`config.mk`:
```
export PLATFORM = sky130hd
export DESIGN_NAME = burst_col_seq
export DESIGN_NICKNAME = d
export VERILOG_FILES = /design/src/rtl/bcs_pkg.sv /design/src/rtl/bcs_decode.sv /design/src/rtl/bcs_addr_gen.sv /design/src/rtl/bcs_rd_delay.sv /design/src/rtl/burst_col_seq.sv
export SDC_FILE = /design/constraint.sdc
export NUM_CORES = 1
export LEC_CHECK = 0
export BUFFER_PORTS_ARGS = -buffer_cell sky130_fd_sc_hd__buf_2
export CORE_ASPECT_RATIO = 1.1
export CORE_MARGIN = 2
export CORE_UTILIZATION = 56
export DETAILED_ROUTE_END_ITERATION = 12
export PLACE_DENSITY = 0.79
export SYNTH_ARGS = -nofsm -noshare
export SYNTH_HDL_FRONTEND = slang
export SYNTH_HIERARCHICAL = 1
export SYNTH_SLANG_ARGS = --single-unit
```
`constraint.sdc`:
```
create_clock -name clk -period 2.6 [get_ports clk]
set_clock_uncertainty 0.1 [all_clocks]
set_input_delay 0.26 -clock clk [delete_from_list [all_inputs] [get_ports clk]]
set_output_delay 0.26 -clock clk [all_outputs]
set_load 0.01 [all_outputs]
```
`src/rtl/bcs_pkg.sv`:
```
package bcs_pkg;
  typedef enum logic [2:0] {
    BLC_1    = 3'd0,
    BLC_2    = 3'd1,
    BLC_4    = 3'd2,
    BLC_8    = 3'd3,
    BLC_PAGE = 3'd7
  } blen_code_e;
endpackage

```
`src/rtl/bcs_decode.sv`:
```
module bcs_decode #(
  parameter int COL_W = 8,
  parameter int BLC_W = 3
) (
  input  logic [BLC_W-1:0] blc,
  input  logic             ilv,
  output logic [COL_W-1:0] wrap_mask,
  output logic             page_mode,
  output logic             illegal
);
  import bcs_pkg::*;

  always_comb begin
    page_mode = (blc == BLC_PAGE);
    illegal   = (blc[BLC_W-1] && !page_mode) || (page_mode && ilv);
    if (page_mode)
      wrap_mask = '1;
    else
      wrap_mask = ~({COL_W{1'b1}} << blc[1:0]);
  end
endmodule

```
`src/rtl/bcs_addr_gen.sv`:
```
module bcs_addr_gen #(
  parameter int COL_W = 8
) (
  input  logic             clk,
  input  logic             rst_n,
  input  logic             load,
  input  logic [COL_W-1:0] load_col,
  input  logic [COL_W-1:0] load_mask,
  input  logic             load_page,
  input  logic             load_ilv,
  input  logic             load_rd,
  input  logic             stop,
  output logic             beat_valid,
  output logic [COL_W-1:0] beat_col,
  output logic             beat_last,
  output logic             beat_rd
);
  logic             active_q;
  logic [COL_W-1:0] idx_q;
  logic [COL_W-1:0] start_q;
  logic [COL_W-1:0] mask_q;
  logic             page_q;
  logic             ilv_q;
  logic             rd_q;
  logic [COL_W-1:0] low_bits;
  logic             final_beat;

  always_comb begin
    if (ilv_q)
      low_bits = start_q ^ idx_q;
    else
      low_bits = start_q + idx_q;
    final_beat = active_q && !page_q && (idx_q == mask_q);
  end

  always_ff @(posedge clk or negedge rst_n) begin
    if (!rst_n) begin
      active_q <= 1'b0;
      idx_q    <= '0;
      start_q  <= '0;
      mask_q   <= '0;
      page_q   <= 1'b0;
      ilv_q    <= 1'b0;
      rd_q     <= 1'b0;
    end else if (load) begin
      active_q <= 1'b1;
      idx_q    <= '0;
      start_q  <= load_col;
      mask_q   <= load_mask;
      page_q   <= load_page;
      ilv_q    <= load_ilv;
      rd_q     <= load_rd;
    end else if (active_q) begin
      if (stop || final_beat)
        active_q <= 1'b0;
      else
        idx_q <= idx_q + 1'b1;
    end
  end

  assign beat_valid = active_q;
  assign beat_col   = (start_q & ~mask_q) | (low_bits & mask_q);
  assign beat_last  = final_beat;
  assign beat_rd    = rd_q;
endmodule

```
`src/rtl/bcs_rd_delay.sv`:
```
module bcs_rd_delay #(
  parameter int CL_MAX = 3,
  parameter int CL_W   = 2
) (
  input  logic            clk,
  input  logic            rst_n,
  input  logic            issue,
  input  logic [CL_W-1:0] cl,
  output logic            rd_valid
);
  logic [CL_MAX:1] pipe_q;

  always_ff @(posedge clk or negedge rst_n) begin
    if (!rst_n) begin
      pipe_q <= '0;
    end else begin
      pipe_q[1] <= issue;
      for (int s = 2; s <= CL_MAX; s++)
        pipe_q[s] <= pipe_q[s-1];
    end
  end

  always_comb begin
    rd_valid = 1'b0;
    for (int s = 1; s <= CL_MAX; s++)
      if (cl == CL_W'(s))
        rd_valid = pipe_q[s];
  end
endmodule

```
`src/rtl/burst_col_seq.sv`:
```
module burst_col_seq #(
  parameter int COL_W  = 8,
  parameter int BLC_W  = 3,
  parameter int CL_MAX = 3,
  parameter int CL_W   = 2
) (
  input  logic             clk,
  input  logic             rst_n,
  input  logic             cmd_valid,
  input  logic             cmd_rd,
  input  logic [COL_W-1:0] cmd_col,
  input  logic [BLC_W-1:0] cfg_bl,
  input  logic             cfg_ilv,
  input  logic [CL_W-1:0]  cfg_cl,
  input  logic             term,
  output logic             beat_valid,
  output logic [COL_W-1:0] beat_col,
  output logic             beat_last,
  output logic             beat_rd,
  output logic             rd_data_valid,
  output logic             cfg_err
);
  logic [COL_W-1:0] dec_mask;
  logic             dec_page;
  logic             dec_bad;
  logic             start_burst;
  logic             err_q;

  bcs_decode #(.COL_W(COL_W), .BLC_W(BLC_W)) u_dec (
    .blc       (cfg_bl),
    .ilv       (cfg_ilv),
    .wrap_mask (dec_mask),
    .page_mode (dec_page),
    .illegal   (dec_bad)
  );

  assign start_burst = cmd_valid && !dec_bad;

  bcs_addr_gen #(.COL_W(COL_W)) u_gen (
    .clk        (clk),
    .rst_n      (rst_n),
    .load       (start_burst),
    .load_col   (cmd_col),
    .load_mask  (dec_mask),
    .load_page  (dec_page),
    .load_ilv   (cfg_ilv),
    .load_rd    (cmd_rd),
    .stop       (term),
    .beat_valid (beat_valid),
    .beat_col   (beat_col),
    .beat_last  (beat_last),
    .beat_rd    (beat_rd)
  );

  bcs_rd_delay #(.CL_MAX(CL_MAX), .CL_W(CL_W)) u_rdd (
    .clk      (clk),
    .rst_n    (rst_n),
    .issue    (beat_valid && beat_rd),
    .cl       (cfg_cl),
    .rd_valid (rd_data_valid)
  );

  always_ff @(posedge clk or negedge rst_n) begin
    if (!rst_n) err_q <= 1'b0;
    else        err_q <= cmd_valid && dec_bad;
  end

  assign cfg_err = err_q;
endmodule

```
==> impl.org, run 1 <==
** Worst setup path
- CP Capture Type :: output pin
- Data required time of the worst path :: 2.24 ns
- The setup path with the least slack is of type flip-flop to output pin.
- Buffering stage count on the worst path with inverters included :: 2
- Max incr delay on CP :: 0.41 ns
- Max Fanout on Critical Path :: 2
- Endpoint arrival time on the critical path :: 2.32 ns
- Sequence of cells on the critical path :: ha_4 -> inv_2 -> fa_2 -> nand2b_4 -> a211oi_4 -> a31oi_1 -> xnor2_1 -> mux2_4 -> buf_6
- The largest individual stage delay along the critical path comes from the cell dfrtp_1.
- Family with the most delay on the worst path :: adder cells
- The worst setup path is launched from a flip-flop.

** Synthesis
- Summing the sequential cell areas from Yosys gives 41.6% of the chip area.
- Fraction of synthesized cell area taken by the top area cell type :: 41.6%
- Synthesis inferred 32 register bits.
- When the netlist entered floorplanning its net count stood at 212.
- A synthesized cell averages 10.5 um2.
- For this run, the number of Yosys warnings is 6.
- Post-synthesis cell type count :: 45
- The mapped netlist covers 1920 um2.
- In the post-synthesis netlist, the biggest area contributors are dfrtp_1 42%, mux2_1 7.0%, mux2_2 6.4%.
- The synthesized design spends more area on one cell type than any other, namely dfrtp_1.
- In the synthesized netlist, the number of instances is 184.

** Layout
- In the final design database the tool counted 250 nets.
- Cells with a size suffix above 1 make up 38.1% of the layout.
- Leaving out fill and tap cells, the most frequent cells in the layout are 30 x dfrtp_1, 30 x buf_2, 15 x nor2_1.
- Summing all non-filler instances in the final layout gives an area of 2340 um2.
- The area growth from synthesis to layout is 21.9%.
- Diodes inserted :: 0

** Drt
- The first routing iteration left 68 violations.
- First-pass detailed-route iteration total :: 6
- Post-route antenna net violation count :: 0
- Wire length per cell :: 16.7 um
- Dividing the detail-routed via count by the number of cells gives 5.85.
- Via count :: 1516
- Number of DRC violations after detailed routing :: 0
- Wire length reported by the detailed router :: 4330 um

** Run status
- Result of the run :: finished with violations
- Violated checks :: negative setup slack

** Place
- The congestion estimate from routability-driven global placement came to 0.840.
- Placement-stage cell area :: 2100 um2
- Post-placement setup slack :: 0.122 ns
- The count of buffers added on input and output ports is 31.
- Detailed placement finished with a half-perimeter wire length of 2910 um.

** STA
- Share of the clock period used by the worst path after layout :: 103%
- Final number of setup-violating endpoints :: 2
- The final count of hold timing violations came to 0.
- After layout, the worst setup slack is -0.0780 ns.
- Headroom to the max-slew limit came out at 52.1%.
- Worst-margin pin slew :: 0.718 ns
- Fmax :: 0.373 GHz
- The total count of max-transition violations in the final report is 0.
- Setup repair after global routing could not meet its margin everywhere.
- Post-route minimum period :: 2.68 ns
- Final hold analysis gives a worst-case slack of 0.0249 ns.

** Die
- Die span in x :: 59.9 um
- The region available for standard cell placement spans 3300 um2.
- Floorplan die height :: 65.5 um
- The floorplan has 22 rows.
- The die covers 3920 um2.
- Once the floorplan was initialized, standard cells occupied 58.2% of the core.
- # IOs :: 32

** Clocking
- TritonCTS built the clock tree.
- Buffers inserted during clock tree synthesis total 5.
- Clock-pin slew was measured on the worst setup and hold paths at 0.11 ns.
- H-tree depth :: 2
- The clock net in this run drives a total of 32 sinks.
- Root Buffer Master :: clkbuf_4
- The longest clock path from root to sink contains 2 buffers.
- Insertion delay to the later sink of the worst-skew pair :: 0.34 ns

** Power and ir drop
- Net switching is 34.1% of the power.
- Internal power :: 0.000935 W
- Static leakage :: 1.06 nW
- Sequential Power Share :: 43.7%
- Summed over all nets, the switching power comes to 0.000484 W.
- Maximum vdd ir drop :: 0.000430 V
- The completed layout was analyzed and its total power is 0.00142 W.
- The share of total power dissipated in combinational logic is 34.8%.
- Power spread over the standard cell area amounts to 605 nW/um2.
- The share of total power dissipated in the clock network is 21.5%.

** Hold path
- The path class of the tightest hold or removal check is primary input to flip-flop.

** Flow run
- Across the run, the number of max-cap violations was 0.

** Global routing
- Maximum number of pins on one net before global-route repair :: 34
- The number of global-route vias before repair is 1529.
- Global routing finished with a remaining overflow of 0.
- First-pass GRT wire length :: 6960 um
- Antenna violations before repair :: 0
- Global router's overall resource usage :: 24.3%
[synth_stat cells, drive strengths merged]
library cell	count
dfrtp	32
mux2	23
nor2	15
a21oi	10
xnor2	10
nand2	9
ha	8
buf	7
inv	7
nand3	5
o21ai	5
nand2b	4
nor2b	4
a211oi	3
a31oi	3
and2	3
clkbuf	3
mux2i	3
o31ai	3
or4	3
xor2	3
nand4	2
nor3	2
nor4	2
or2	2
a21boi	1
a21o	1
a31o	1
a41o	1
and2b	1
and3	1
fa	1
nor4b	1
o21bai	1
o31a	1
or2b	1
or3	1
or4b	1
[worst paths after layout]
path | start | end | slack, ns | depth (start not counted)
setup / recovery | u_gen/idx_q[0]$_DFFE_PN0P_ | beat_col[6] | -0.08 | 9
hold / removal | cmd_rd | u_gen/beat_rd$_DFFE_PN0P_ | 0.02 | 2
setup reg to reg | u_gen/idx_q[1]$_DFFE_PN0P_ | u_gen/idx_q[3]$_DFFE_PN0P_ | 0.13 | 7
hold reg to reg | u_rdd/pipe_q[2]$_DFF_PN0_ | u_rdd/pipe_q[3]$_DFF_PN0_ | 0.30 | 0
max in group asynchronous | rst_n | u_gen/idx_q[1]$_DFFE_PN0P_ | 1.49 | 2
min in group asynchronous | rst_n | u_gen/start_q[6]$_DFFE_PN0P_ | 0.40 | 2
[flip-flops by register name (all words and copies together), names as in the netlist]
name,cells
u_gen/mask_q,8
cfg_err,1
u_rdd/pipe_q,3
u_gen/ilv_q,1
u_gen/idx_q,8
u_gen/start_q,8
u_gen/page_q,1
u_gen/beat_valid,1
u_gen/beat_rd,1
[layout make-up]
| type | instances | area, um2 |
|---|---|---|
| repair buffers | 41 | 239 |
| fillers | 249 | 958 |
| well taps | 36 | 45.0 |
| flip-flops and latches | 32 | 803 |
| multi-input cells | 135 | 1170 |
| clock inverters | 1 | 7.51 |
| inverters | 7 | 26.3 |
| clock buffers | 7 | 55.1 |
[power by group through the flow]
stage,Sequential (W),Combinational [W],Clock (W)
floorplan,0.000608,0.000273,0
global placement,0.000609,0.000384,0
detailed placement,0.000616,0.000402,0
CTS,0.000612,0.000464,0.000315
global route,0.000626,0.000536,0.000348
finish,0.000619,0.000494,0.000305
[repair_timing]
action,4_1_cts,5_1_grt
buffers inserted,3,2
endpoints found under the setup margin,3,4
hold buffers,1,0
resized for setup,16,7
endpoints found under the hold margin,32,0
pin swaps,6,4
[routing by layer]
layer  up-vias  global-route usage [%]  wire length [um]
met5         -                       0                 0
met4         0                    15.3               182
met3        15                    5.31               223
met2        56                    40.6              2260
met1       718                    27.5              1660
li1        727                       -                 -
[cell families (layout without fill, tap and decap cells)]
group / count (synthesis) / count (layout) / synth area share (%)
AOI/OAI and AO/OA: 30 / 30 / 10.5
xor gates and xnor gates: 13 / 13 / 5.92
adders and majority gates: 9 / 9 / 6.25
buffers and inverters: 17 / 56 / 4.29
DFF: 32 / 32 / 41.6
muxes: 26 / 26 / 15.0
and+or+nand+nor: 57 / 57 / 16.4
[stage by stage]
step	std cells	TNS (ns)	utilization (%)
6_report	259	-0.0847	71.0
5_1_grt	259	-0.331	71.0
3_3_place_gp	246	0	63.7
4_1_cts	258	-0.126	69.6
3_5_place_dp	246	0	63.7
2_1_floorplan	184	0	-
No activity file was read; power rests on OpenSTA's default activity.
==> run 2, diff against run 1 <==
--- a/config.mk
+++ b/config.mk
@@ -10,7 +10,9 @@
 export CORE_MARGIN = 2
 export CORE_UTILIZATION = 56
 export DETAILED_ROUTE_END_ITERATION = 12
+export MAX_ROUTING_LAYER = met4
 export PLACE_DENSITY = 0.79
+export SETUP_SLACK_MARGIN = 0.1
 export SYNTH_ARGS = -nofsm -noshare
 export SYNTH_HDL_FRONTEND = slang
 export SYNTH_HIERARCHICAL = 1
==> run 2 against run 1 <==
Net effect: combinational power rose by 3%; global-route usage rose by 0.69 points; largest cell class unchanged; critical path type unchanged; clock power barely moved; utilization rose by 1.0 points; via count rose by 1.9%; the flow still finishes with violations (negative setup slack); final area rose by 1.4%; clock-buffer cell count did not move; maximum frequency fell by 2.0%; hold slack improved by 0.0035 ns; first-iteration DRC count fell by 12%; cell count rose by 0.39%.
==> impl.org, run 2 (synthesized netlist as in run 1, its figures left out) <==
** Drt
- The number of optimization iterations in the first detailed-route pass was 4 (-2).
- The first-iteration detailed-routing DRC count is 60 (-12%).
- Post-route antenna net violation count :: 0 (unchanged)
- Wire length reported by the detailed router :: 4620 um (+6.7%)
- Number of DRC violations after detailed routing :: 0 (unchanged)
- Wire length per cell :: 17.8 um (+6.3%)
- The detailed-route via count came to 1545 (+1.9%).
- Vias per cell :: 5.94 (+1.5%)

** Worst setup path
- STA classifies the critical path endpoint as an output pin.
- Worst reg-to-reg path cell count :: 7 (unchanged)
- The count of buffering cells on the critical path with inverters included came to 2 (unchanged).
- In this run the critical register-to-register path is launched from u_gen/idx_q[1]$_DFFE_PN0P_.
- The signal on the critical path passes through ha_4 -> inv_2 -> fa_2 -> nand2b_4 -> a211oi_4 -> a31oi_1 -> xnor2_1 -> mux2_4 -> buf_6.
- Cell count along the critical path :: 9 (unchanged)
- In this run the worst setup path begins at u_gen/idx_q[0]$_DFFE_PN0P_.
- The worst setup path is launched from a flip-flop.
- Endpoint arrival time on the critical path :: 2.37 ns (+0.05 ns)
- Max incr delay on CP :: 0.42 ns (about the same)
- Data required time of the worst path :: 2.24 ns (about the same)
- The critical path in this run is classified as flip-flop to output pin.
- Max Fanout on Critical Path :: 2 (unchanged)
- In this design, the largest share of critical-path delay is due to adder cells.
- Standard cell with the maximum stage delay on the critical path :: dfrtp_1

** Layout
- Count of non-filler cells in the finished layout :: 260 (+0.39%)
- The antenna diode instance count is 0 (unchanged).
- The largest registers in the layout are u_gen/idx_q x8, u_gen/mask_q x8, u_gen/start_q x8.
- Ratio of cells with drive above 1 in the final layout :: 39.3% (+1.2 points)
- The net count reported at finish came to 251 (+0.40%).
- Commonest cells after routing, fill and taps aside :: 30 x dfrtp_1, 30 x buf_2, 15 x nor2_1
- P&R area growth vs syn :: 23.7%

** Die
- Initial cell density of the core :: 58.2% (unchanged)
- Floorplan die height :: 65.5 um (unchanged)
- Row count :: 22 (unchanged)
- The x dimension of the die is 59.9 um (unchanged).
- Core region area :: 3300 um2 (unchanged)
- The overall die area is 3920 um2 (unchanged).
- # IOs :: 32 (unchanged)

** Global routing
- The number of global-route vias before repair was 1531 (+0.13%).
- The wire length of the first global-routing pass is 6980 um (+0.19%).
- Total congestion overflow after global routing :: 0 (unchanged)
- The initial antenna violation count came to 0 (unchanged).
- Global router's overall resource usage :: 25.0% (+0.69 points)
- Maximum number of pins on one net before global-route repair :: 34 (unchanged)

** Hold path
- The worst hold path begins at cmd_rd.
- The worst hold path belongs to the class primary input to flip-flop.
- The cell depth of the worst hold path was 2 (unchanged).

** Clocking
- TritonCTS clock tree :: yes
- H-tree depth :: 2 (unchanged)
- Root Buffer Master :: clkbuf_4
- Clock slew at the register clock pins of the worst setup and hold paths :: 0.10 ns (about the same)
- Insertion delay to the later sink of the worst-skew pair :: 0.34 ns (about the same)
- Sinks on Clock Net :: 32 (unchanged)
- Maximum clock path buffer count :: 2 (unchanged)
- CTS buffer count :: 5 (unchanged)

** Place
- Post-placement setup slack :: 0.122 ns (unchanged)
- Number of cells after detailed placement :: 246 (unchanged)
- The count of buffers inserted at the top-level ports came to 31 (unchanged).
- Post-DP HPWL :: 2910 um (unchanged)
- The final weighted congestion in routability-driven placement was 0.853 (+1.5%).

** STA
- The setup slack of the critical path after layout was -0.132 ns (-0.0535 ns).
- The slew at the pin closest to its max-slew limit is 0.710 ns (-0.00784 ns).
- Final number of setup-violating endpoints :: 2 (unchanged)
- Share of the clock period used by the worst path after layout :: 105% (+2.1 points)
- Post-route minimum period :: 2.73 ns (+0.0535 ns)
- The timing-limited maximum frequency was 0.366 GHz (-2.0%).
- Setup repair after global routing could not meet its margin everywhere.
- The total count of max-transition violations in the final report is 0 (unchanged).
- Number of failing hold endpoints at the final stage :: 0 (unchanged)
- Relative slew margins :: 52.6% (+0.52 points)

** Power and ir drop
- The power density over the cells was 605 nW/um2 (about the same).
- Static leakage :: 1.06 nW (+0.30%)
- Maximum vdd ir drop :: 0.000413 V (-4.1%)

** Run status
- The flow ran to the end, but the final reports show violations.
- Violated checks :: negative setup slack

** Flow run
- The max-cap violation count came to 0 (unchanged).
run 2: worst paths after layout:
check / end / slack [ns]
max in group asynchronous: u_gen/idx_q[1]$_DFFE_PN0P_ / 1.50
max: beat_col[6] / -0.13
min in group asynchronous: u_gen/mask_q[7]$_DFFE_PN0P_ / 0.40
min reg2reg: u_rdd/pipe_q[3]$_DFF_PN0_ / 0.30
min: u_gen/beat_rd$_DFFE_PN0P_ / 0.03
max reg2reg: u_gen/idx_q[3]$_DFFE_PN0P_ / 0.17
run 2: area by class of cell:
class | instances | area (um2)
Tap cell | 36 | 45.0
Fill cell | 240 | 925
Multi-Input combinational cell | 135 | 1190
Clock inverter | 1 | 7.51
Clock buffer | 7 | 55.1
Inverter | 7 | 26.3
Timing Repair Buffer | 42 | 246
Sequential cell | 32 | 803
run 2: routing by layer:
| layer | part of all wire (%) | up-vias | global-route usage, % |
|---|---|---|---|
| li1 | - | 726 | - |
| met1 | 39 | 751 | 27.6 |
| met2 | 53 | 52 | 40.6 |
| met3 | 4.5 | 16 | 5.31 |
| met4 | 3.2 | 0 | 15.3 |
| met5 | 0 | - | - |
run 2: metrics by stage:
step	setup TNS (ns)	hold slack (ns)	cell area (um2)	utilization [%]	power, W
after floorplan	0	-0.136	1920	-	0.000882
final	-0.158	0.0284	2380	72.0	0.00144
after global placement	0	0.233	2100	63.7	0.000993
after global routing	-0.439	0.0178	2380	72.0	0.00153
after CTS	-0.126	0.0234	2310	69.8	0.00139
after detailed placement	0	0.256	2100	63.7	0.00102
run 2: worst register-to-register path: cells and delay by family, from the launching register on:
family / cells / cell delay (ns)
DFF: 1 / 0.45
AOI/OAI and AO/OA: 1 / 0.33
xor gates and xnor gates: 1 / 0.18
and+or+nand+nor: 2 / 0.64
muxes: 1 / 0.33
buffers and inverters: 2 / 0.29
run 2: repair_timing:
item	CTS	global route
setup endpoints to repair	3	7
hold buffers	1	0
cloned	0	0
gates resized for setup	17	9
buffers inserted	3	3
pin swaps	7	8
hold endpoints to repair	32	0
run 2: where the power goes:
part | switching (W) | leakage [nW] | internal [W] | total, W
Clock | 0.000171 | 0.0315 | 0.000132 | 0.000304
Sequential | 0.0000703 | 0.405 | 0.000554 | 0.000624
Combinational | 0.000254 | 0.623 | 0.000257 | 0.000511
Total | 0.000495 | 1.06 | 0.000944 | 0.00144
==> run 3, diff against run 2 <==
--- a/config.mk
+++ b/config.mk
@@ -8,10 +8,10 @@
 export BUFFER_PORTS_ARGS = -buffer_cell sky130_fd_sc_hd__buf_2
 export CORE_ASPECT_RATIO = 1.1
 export CORE_MARGIN = 2
-export CORE_UTILIZATION = 56
+export CORE_UTILIZATION = 55
 export DETAILED_ROUTE_END_ITERATION = 12
 export MAX_ROUTING_LAYER = met4
-export PLACE_DENSITY = 0.79
+export PLACE_DENSITY = 0.78
 export SETUP_SLACK_MARGIN = 0.1
 export SYNTH_ARGS = -nofsm -noshare
 export SYNTH_HDL_FRONTEND = slang
==> run 3 against run 2 <==
Net effect: the flow still finishes with violations (negative setup slack); utilization increased by 0.42 points; final area grew 1.4%; critical path depth unchanged; sequential cell count unchanged; hold slack improved by 0.0050 ns; cell count increased by 4.6%; die area up 1.7%; global-route usage up 0.48 points; critical path type unchanged; largest power group unchanged.
==> impl.org, run 3 (synthesized netlist as in run 1, its figures left out) <==
** Power and ir drop
- The reported leakage power is 1.07 nW (+0.79%).
- The relative contribution of the clock network to total power came to 21.8% (+0.7 points).
- The total net switching power is 0.000490 W (-1.2%).
- Share of total power consumed by net switching :: 33.5% (-0.92 points)
- The internal cell power was 0.000972 W (+3.0%).
- The share of total power in sequential cells is 42.8% (-0.6 points).
- Maximum vdd ir drop :: 0.000346 V (-16%)
- Power density over the cells :: 606 nW/um2 (+0.12%)
- Comb power frac :: 35.5% (about the same)

** Worst setup path
- The critical path arrival came to 2.35 ns (-0.02 ns).
- CP Capture Type :: output pin
- The required time at the endpoint of the critical path was 2.24 ns (about the same).
- STA classifies the critical path startpoint as a flip-flop.
- The largest fanout on the critical path came to 2 (unchanged).
- In this run the worst setup path begins at u_gen/idx_q[0]$_DFFE_PN0P_.
- Startpoint-to-endpoint class of the critical path :: flip-flop to output pin
- Worst reg2reg path startpoint :: u_gen/idx_q[2]$_DFFE_PN0P_

** Run status
- Result of the run :: finished with violations
- Violated checks :: negative setup slack

** STA
- Fin worst setup slack :: -0.109 ns (+0.0222 ns)
- Post-route minimum period :: 2.71 ns (-0.0222 ns)
- Pins over their slew limit :: 0 (unchanged)
- The slew at the pin closest to its max-slew limit was 0.705 ns (-0.00534 ns).
- Setup TNS :: -0.202 ns (-0.0443 ns)
- The timing-limited maximum frequency came to 0.369 GHz (+0.82%).
- Share of the clock period used by the worst path after layout :: 104% (-0.86 points)
- The headroom to the max-slew limit is 53.0% (+0.36 points).
- The final count of hold timing violations came to 0 (unchanged).
- The number of setup violations in the final report came to 2 (unchanged).
- Unrepaired setup endpoints after global routing :: yes

** Global routing
- Maximum number of pins on one net before global-route repair :: 34 (unchanged)
- First-pass GRT wire length :: 7240 um (+3.8%)
- In this run the most used layer during global routing was met2.
- Number of global-route vias before repair :: 1642 (+7.3%)
- Total congestion overflow after global routing :: 0 (unchanged)
- GR Util met1 :: 27.7% (+0.093 points)
- Met3 Track Usage GR :: 3.91% (-1.4 points)
- The initial antenna violation count was 0 (unchanged).
- Met2 capacity usage during global routing :: 43.5% (+2.9 points)
- Global router's overall resource usage :: 25.5% (+0.48 points)

** Die
- # IOs :: 32 (unchanged)
- Row count :: 22 (unchanged)
- Die ar. :: 3990 um2 (+1.7%)
- Die span in x :: 60.4 um (+0.84%)
- Floorplan die height :: 66.0 um (+0.85%)
- Initial cell density of the core :: 57.7% (-0.48 points)
- Core region area :: 3330 um2 (+0.83%)

** Drt
- First-pass detailed-route iteration total :: 4 (unchanged)
- The post-detailed-route wirelength per cell was 16.6 um (-6.7%).
- DR iter-0 viols :: 84 (+40%)
- The number of nets still failing antenna checks after routing is 0 (unchanged).
- Vias per cell :: 5.76 (-3.0%)
- The total wirelength of the detailed-routed design was 4510 um (-2.4%).
- Via count :: 1568 (+1.5%)
- The DRC violations left came to 0 (unchanged).

** Layout
- Total number of nets in the final design :: 252 (+0.40%)
- The antenna diode instance count was 0 (unchanged).
- Most common cell after layout, fill and taps aside :: buf_2
- The number of filler cells placed in the layout is 223 (-7.1%).
- The area growth from synthesis to layout is 25.4%.
- Commonest cells after routing, fill and taps aside :: 30 x buf_2, 29 x dfrtp_1, 15 x nor2_1
- The fraction of layout cells with a size suffix above 1 came to 41.1% (+1.8 points).
- The largest registers in the layout are u_gen/idx_q x8, u_gen/mask_q x8, u_gen/start_q x8.
- The post-route cell area was 2410 um2 (+1.4%).

** Clocking
- Clock slew at the register clock pins of the worst setup and hold paths :: 0.10 ns (about the same)
- H-tree depth :: 2 (unchanged)
- CTS buffer count :: 5 (unchanged)
- The number of sinks driven by the clock tree is 32 (unchanged).
- Root Buffer Master :: clkbuf_4
- TritonCTS built the clock tree.
- The number of buffers on the longest clock path was 2 (unchanged).
- The clock latency on the worst-skew pair was 0.34 ns (about the same).

** Hold path
- The startpoint identified for the worst hold timing path is cmd_col[2].
- HP Class :: primary input to flip-flop

** Place
- The HPWL after detailed placement is 2870 um (-1.5%).
- Number of buffers inserted by port buffering :: 31 (unchanged)
- The final weighted congestion in routability-driven placement was 0.838 (-1.8%).
- Placement-stage cell area :: 2120 um2 (+0.71%)

** Flow run
- Max Cap Violations :: 0 (unchanged)
==> run 3: worst max-delay path, cell delays in order (launching register included) <==
cell and delay [ns]:
dfrtp_1 0.42, ha_4 0.17, inv_2 0.04, fa_2 0.35, nand2b_4 0.16, a211oi_4 0.24, a31oi_1 0.13, xnor2_1 0.14
mux2_4 0.26, buf_6 0.12
==> run 3: final cells by class <==
cell class | count | area, um2 | share of cell area (%)
tap | 48 | 60.1 | 2.49
sequential | 32 | 805 | 33.4
timing repair buffer | 43 | 254 | 10.5
multi-input combinational | 135 | 1200 | 49.8
inverter | 7 | 26.3 | 1.09
clock buffer | 7 | 65.1 | 2.70
==> run 3: timing repair <==
item | in CTS | in global routing
gates resized for setup | 19 | 10
hold endpoints to repair | 32 | 0
pin swaps | 8 | 8
hold buffers | 1 | 0
setup endpoints to repair | 3 | 5
setup buffers | 3 | 4
==> run 3: worst paths after layout <==
kind	slack [ns]	cells after the start	endpoint
max in group asynchronous	1.49	2	u_gen/idx_q[5]$_DFFE_PN0P_
setup reg to reg	0.23	6	u_gen/idx_q[3]$_DFFE_PN0P_
hold reg to reg	0.29	0	u_rdd/pipe_q[3]$_DFF_PN0_
min in group asynchronous	0.41	2	u_gen/start_q[7]$_DFFE_PN0P_
setup / recovery	-0.11	9	beat_col[6]
hold / removal	0.03	2	u_gen/start_q[2]$_DFFE_PN0P_
==> run 3: power by group through the flow <==
stage                     Sequential, W  Clock [W]  Combinational [W]
after floorplan                0.000608          0           0.000273
after global placement         0.000609          0           0.000385
after detailed placement       0.000615          0           0.000398
after CTS                      0.000613   0.000325           0.000461
after global routing           0.000630   0.000340           0.000571
final                          0.000625   0.000318           0.000518
==> run 3: layer usage <==
layer	vias to the layer above	wire (um)
met5	-	0
met4	0	167
met3	16	226
met2	74	2370
met1	751	1750
li1	727	-
==> run 3: per-stage QoR <==
stage	hold WS (ns)	utilization, %	cells	worst slack [ns]	power (W)
after floorplan	-0.136	-	184	0.223	0.000882
after global placement	0.232	63.6	258	0.191	0.000994
after detailed placement	0.253	63.6	258	0.123	0.00101
after CTS	0.0271	69.8	268	-0.118	0.00140
after global routing	0.0332	72.4	272	-0.174	0.00154
final	0.0333	72.4	272	-0.109	0.00146
